`src/rtl/sysreg_file.sv`:
```
module sysreg_file #(
  parameter logic [31:0] RESET_PC    = 32'hFFFF_FFF0,
  parameter logic [15:0] RESET_CAUSE = 16'hFFF0,
  parameter logic [31:0] CPU_ID      = 32'h0000_5346,
  parameter logic [31:0] TASK_CTRL   = 32'h0000_00E0,
  parameter logic [31:0] SLOT30_VAL  = 32'h0000_0004
) (
  input  logic        clk,
  input  logic        rst,
  input  logic [4:0]  idx,
  input  logic        wr_en,
  input  logic        wr_dbg,
  input  logic [31:0] wr_data,
  output logic [31:0] rd_data,
  input  logic        flag_we,
  input  logic        flag_z,
  input  logic        flag_s,
  input  logic        flag_ov,
  input  logic        flag_cy,
  input  logic        pc_we,
  input  logic [31:0] pc_nxt,
  output logic [31:0] pc_o
);
  localparam logic [4:0] IX_EPC   = 5'd0;
  localparam logic [4:0] IX_EST   = 5'd1;
  localparam logic [4:0] IX_FPC   = 5'd2;
  localparam logic [4:0] IX_FST   = 5'd3;
  localparam logic [4:0] IX_CAUSE = 5'd4;
  localparam logic [4:0] IX_STAT  = 5'd5;
  localparam logic [4:0] IX_ID    = 5'd6;
  localparam logic [4:0] IX_TASK  = 5'd7;
  localparam logic [4:0] IX_CACHE = 5'd24;
  localparam logic [4:0] IX_TRAP  = 5'd25;
  localparam logic [4:0] IX_SCR   = 5'd29;
  localparam logic [4:0] IX_C30   = 5'd30;
  localparam logic [4:0] IX_ABS   = 5'd31;

  localparam logic [31:0] ST_MASK  = 32'h000F_F3FF;
  localparam logic [31:0] PC_MASK  = 32'hFFFF_FFFE;
  localparam logic [31:0] ST_RESET = 32'h0000_8000;
  localparam int          ICE_BIT  = 1;

  logic [31:0] epc_q, est_q, fpc_q, fst_q, cause_q, stat_q;
  logic [31:0] trap_q, scr_q, abs_q, pc_q;
  logic        ice_q;

  logic [31:0] wd_even, wd_st, wd_abs;
  logic        stat_wr;

  assign wd_even = wr_data & PC_MASK;
  assign wd_st   = wr_data & ST_MASK;
  assign wd_abs  = (wr_dbg || !wr_data[31]) ? wr_data : (~wr_data + 32'd1);
  assign stat_wr = wr_en && (idx == IX_STAT);
  assign pc_o    = pc_q;

  always_ff @(posedge clk) begin
    if (rst) begin
      epc_q   <= '0;
      est_q   <= '0;
      fpc_q   <= '0;
      fst_q   <= '0;
      cause_q <= {16'h0000, RESET_CAUSE};
      stat_q  <= ST_RESET;
      trap_q  <= '0;
      scr_q   <= '0;
      abs_q   <= '0;
      ice_q   <= 1'b0;
    end else begin
      if (wr_en) begin
        case (idx)
          IX_EPC:   epc_q  <= wd_even;
          IX_EST:   est_q  <= wd_st;
          IX_FPC:   fpc_q  <= wd_even;
          IX_FST:   fst_q  <= wd_st;
          IX_CAUSE: if (wr_dbg) cause_q <= wr_data;
          IX_CACHE: ice_q  <= wr_data[ICE_BIT];
          IX_TRAP:  trap_q <= wd_even;
          IX_SCR:   scr_q  <= wr_data;
          IX_ABS:   abs_q  <= wd_abs;
          default: ;
        endcase
      end
      if (stat_wr)
        stat_q <= wd_st;
      else if (flag_we)
        stat_q[3:0] <= {flag_cy, flag_ov, flag_s, flag_z};
    end
  end

  always_ff @(posedge clk) begin
    if (rst)        pc_q <= RESET_PC;
    else if (pc_we) pc_q <= pc_nxt;
  end

  always_comb begin
    case (idx)
      IX_EPC:   rd_data = epc_q;
      IX_EST:   rd_data = est_q;
      IX_FPC:   rd_data = fpc_q;
      IX_FST:   rd_data = fst_q;
      IX_CAUSE: rd_data = cause_q;
      IX_STAT:  rd_data = stat_q;
      IX_ID:    rd_data = CPU_ID;
      IX_TASK:  rd_data = TASK_CTRL;
      IX_CACHE: rd_data = 32'(ice_q) << ICE_BIT;
      IX_TRAP:  rd_data = trap_q;
      IX_SCR:   rd_data = scr_q;
      IX_C30:   rd_data = SLOT30_VAL;
      IX_ABS:   rd_data = abs_q;
      default:  rd_data = '0;
    endcase
  end
endmodule


```
`config.mk`:
```
export PLATFORM = sky130hd
export DESIGN_NAME = sysreg_file
export DESIGN_NICKNAME = d
export VERILOG_FILES = /design/src/rtl/sysreg_file.sv
export SDC_FILE = /design/constraint.sdc
export NUM_CORES = 1
export LEC_CHECK = 0
export CORE_AREA = 3 3 119 167
export CTS_CLUSTER_DIAMETER = 50
export DETAILED_ROUTE_END_ITERATION = 12
export DIE_AREA = 0 0 122 170
export DONT_BUFFER_PORTS = 1
export MAX_ROUTING_LAYER = met4
export PLACE_DENSITY = 0.86
export SYNTH_ARGS = -nofsm -noshare
export SYNTH_HDL_FRONTEND = slang
export SYNTH_SLANG_ARGS = --single-unit
```
`constraint.sdc`:
```
create_clock -name clk -period 3.3 [get_ports clk]
set_input_delay 0.66 -clock clk [delete_from_list [all_inputs] [get_ports clk]]
set_output_delay 0.66 -clock clk [all_outputs]
set_load 0.02 [all_outputs]
```
==> results.md <==
* CTS resizes at 0
* WS Path Type: in -> out
* Post-CTS setup repair buffer count at 0
* Global route overflow at 0
* TritonCTS clock tree: done
* GRT Total Usage at 0.337
* Startpoint Class: input pin
* Sink Count at 276
* Clk slew on worst S/H paths at 60 ps
* Lkg Pwr at 0.00444 uW
* Worst IR Drop VDD at 449 uV
* Port bufs at 0
* Slew headroom at 0.429
* Initial core utilization at 0.647
* Max Fclk at ~0.34 GHz
* Mapped Avg Cell Area at 7.97 um2
* Placed Area at 0.0121 mm2
* Detailed-route DRC error count at 0
* Util after Layout at 0.695
* HPWL after DPL at approximately 21 mm
* FILL cells at between 1000 and 1500
* Yosys top cell area share at 0.461
* Post-layout instance area at 0.0129 mm2
* Global-route wire length before repair at ~54 mm
* CP cell instances: or2_1 -> nor3_2 -> buf_12 -> a22oi_1 -> and3_1 -> o21ai_0 -> buf_4
* Top cells by area, synth: dfxtp_1 46%, nand2_1 13%, a21oi_1 7.8%
* Root Buffer: clkbuf_16
* Crit-path max FO at 20
* Sequential area share after synthesis at 0.461
* CP required at 2640 ps
* Gpl congestion at 0.980
* Clock H-tree levels at 1
* Clock buffer depth at 3
* Synth cell types at 62
* Post-layout net count at around 1500
* PwrDens at 504 mW/mm2
* Die extent in y at 170 um
* Placed Instances at between 1500 and 2000
* Via density at ~6.5
* CP arrival at 2290 ps
* Final wirelength at 34.9 mm
* # IOs at 143
* Max Cap Viol at 0
* Crit. End Element: output pin
* Synth warn at 0
* ANT nets after route at 0
* Post-route clock skew at 0 ps
* Clk Latency, worst-skew pair at between 500 and 600 ps
* Cts bufs inserted at 26
* Buf/Inv on CP at 2
* Largest net degree at the start of global routing at 282
* Tcrit/Tclk final at 0.893
* Final setup viols at 0
* Rows at 59
* Status: complete, no violations
* Synth Net Count at 1586
* First-iteration detailed-routing DRC count at 1300
* Mapped Cells at 1506
* Drt first pass iters at 6
* Via count at 11000
* Die width at 122 um
* Setup TNS at 0 ps
* Worst stage delay on the critical path at approximately 420 ps
* Slew Limit Fails at 0
* Async set or reset register ratio after synthesis at 0
* Initial antenna violation count at 0
* Core Area at about 0.019 mm2
* Cell Count, Final, Fillers Out at approximately 1700
* Yosys top cell by area: dfxtp_1
* Post-route minimum period at 2950 ps
* Final hold vios at 0
* R2r setup slk at 2390 ps
* CP top delay family: simple AND/OR/NAND/NOR gates
* RSZ-0062 raised after global routing: false
* Synth Cell Area at 0.0120 mm2
* Actual slew at the worst max-slew pin at 854 ps
* Dominant synthesized flop cell: dfxtp_1
* Die Area at a little over 0.02 mm2
* Yosys reg bits at between 200 and 300
* Hold_buf cts at 0
* Number of diodes at 0
* WL per Instance at 20.7 um
* Top cells by count, synth: 407 x nand2_1, 276 x dfxtp_1, 188 x a21oi_1
* Post-synth EDFFs at 0
* Worst-path cell with the longest stage delay: nor3_2
* Vias in the first global route at 10500
* Share of cells above drive strength 1 at 0.0653
* Layout Area Growth over Synthesis at 7.41%
* Hold WC Path Type: in -> reg
* Most frequent cell after synthesis: nand2_1
-- per-stage QoR --
stage / total power, uW / setup WS, ps / hold WS, ps
after floorplan: 3810 / 524 / 425
after global routing: 6680 / 317 / 178
after CTS: 6520 / 393 / 183
final: 6500 / 353 / 194
after detailed placement: 3780 / 433 / 441
after global placement: 3770 / 434 / 435
-- registers in the layout (all words and copies together) (netlist names) --
name	count
scr_q	32
trap_q	31
stat_q	18
fpc_q	31
fst_q	18
epc_q	31
ice_q	1
abs_q	32
pc_o	32
cause_q	32
est_q	18
-- routing by layer --
layer  wire length, um  track usage  vias up
li1                  -            -     5038
met1             12500        0.398     5089
met2             16500        0.552      752
met3              4480       0.0715      125
met4              1410        0.147        0
met5                 0            -        -
-- path summary, 6_finish.rpt --
path | start | to | cells past startpoint
setup / recovery | idx[4] | rd_data[7] | 7
hold / removal | rst | cause_q[25] | 1
setup reg to reg | abs_q[30] | abs_q[30] | 3
hold reg to reg | cause_q[26] | cause_q[26] | 2
-- area by class of cell --
class / instances / area (um2) / area share
Clock buffer: 34 / 691 / 0.0536
Clock inverter: 8 / 78.8 / 0.00612
Inverter: 6 / 22.5 / 0.00175
Multi-Input combinational cell: 1078 / 5900 / 0.458
Sequential cell: 276 / 5530 / 0.429
Tap cell: 244 / 305 / 0.0237
Timing Repair Buffer: 37 / 365 / 0.0284
-- cells by family (layout without fill, tap and decap cells) --
group / Yosys count / count (layout) / share of synthesized area
fa+ha+maj: 1 / 1 / 0.00104
flops: 276 / 276 / 0.461
compound gates: 394 / 394 / 0.213
simple gates: 628 / 628 / 0.231
xor+xnor: 25 / 25 / 0.0183
mux: 30 / 30 / 0.0250
buf+inv: 152 / 85 / 0.0510
-- worst reg2reg max path, stage by stage (launching register included) --
cell and delay, ps:
dfxtp_1 370, inv_1 50, o32a_1 340, o211ai_1 80
-- report_power, final --
| part | leakage (uW) | internal, uW | switching [uW] | total, uW |
|---|---|---|---|---|
| combinational | 0.00183 | 117 | 141 | 258 |
| sequential | 0.00224 | 3380 | 63.4 | 3450 |
| clock | 0.000377 | 1540 | 1250 | 2790 |
-- cell usage in the layout (no fill, tap or decap), types with 12 or more instances in the layout --
| master | count |
|---|---|
| nand2_1 | 407 |
| dfxtp_1 | 276 |
| a21oi_1 | 188 |
| a22oi_1 | 84 |
| nor2_1 | 73 |
| nand3_1 | 33 |
| nor2b_1 | 32 |
| mux2i_1 | 30 |
| buf_4 | 30 |
| a211oi_1 | 29 |
| a211o_1 | 29 |
| clkbuf_16 | 26 |
| xnor2_1 | 16 |
| nand3b_1 | 13 |
| and3_1 | 12 |
No activity file was read; power rests on OpenSTA's default activity.
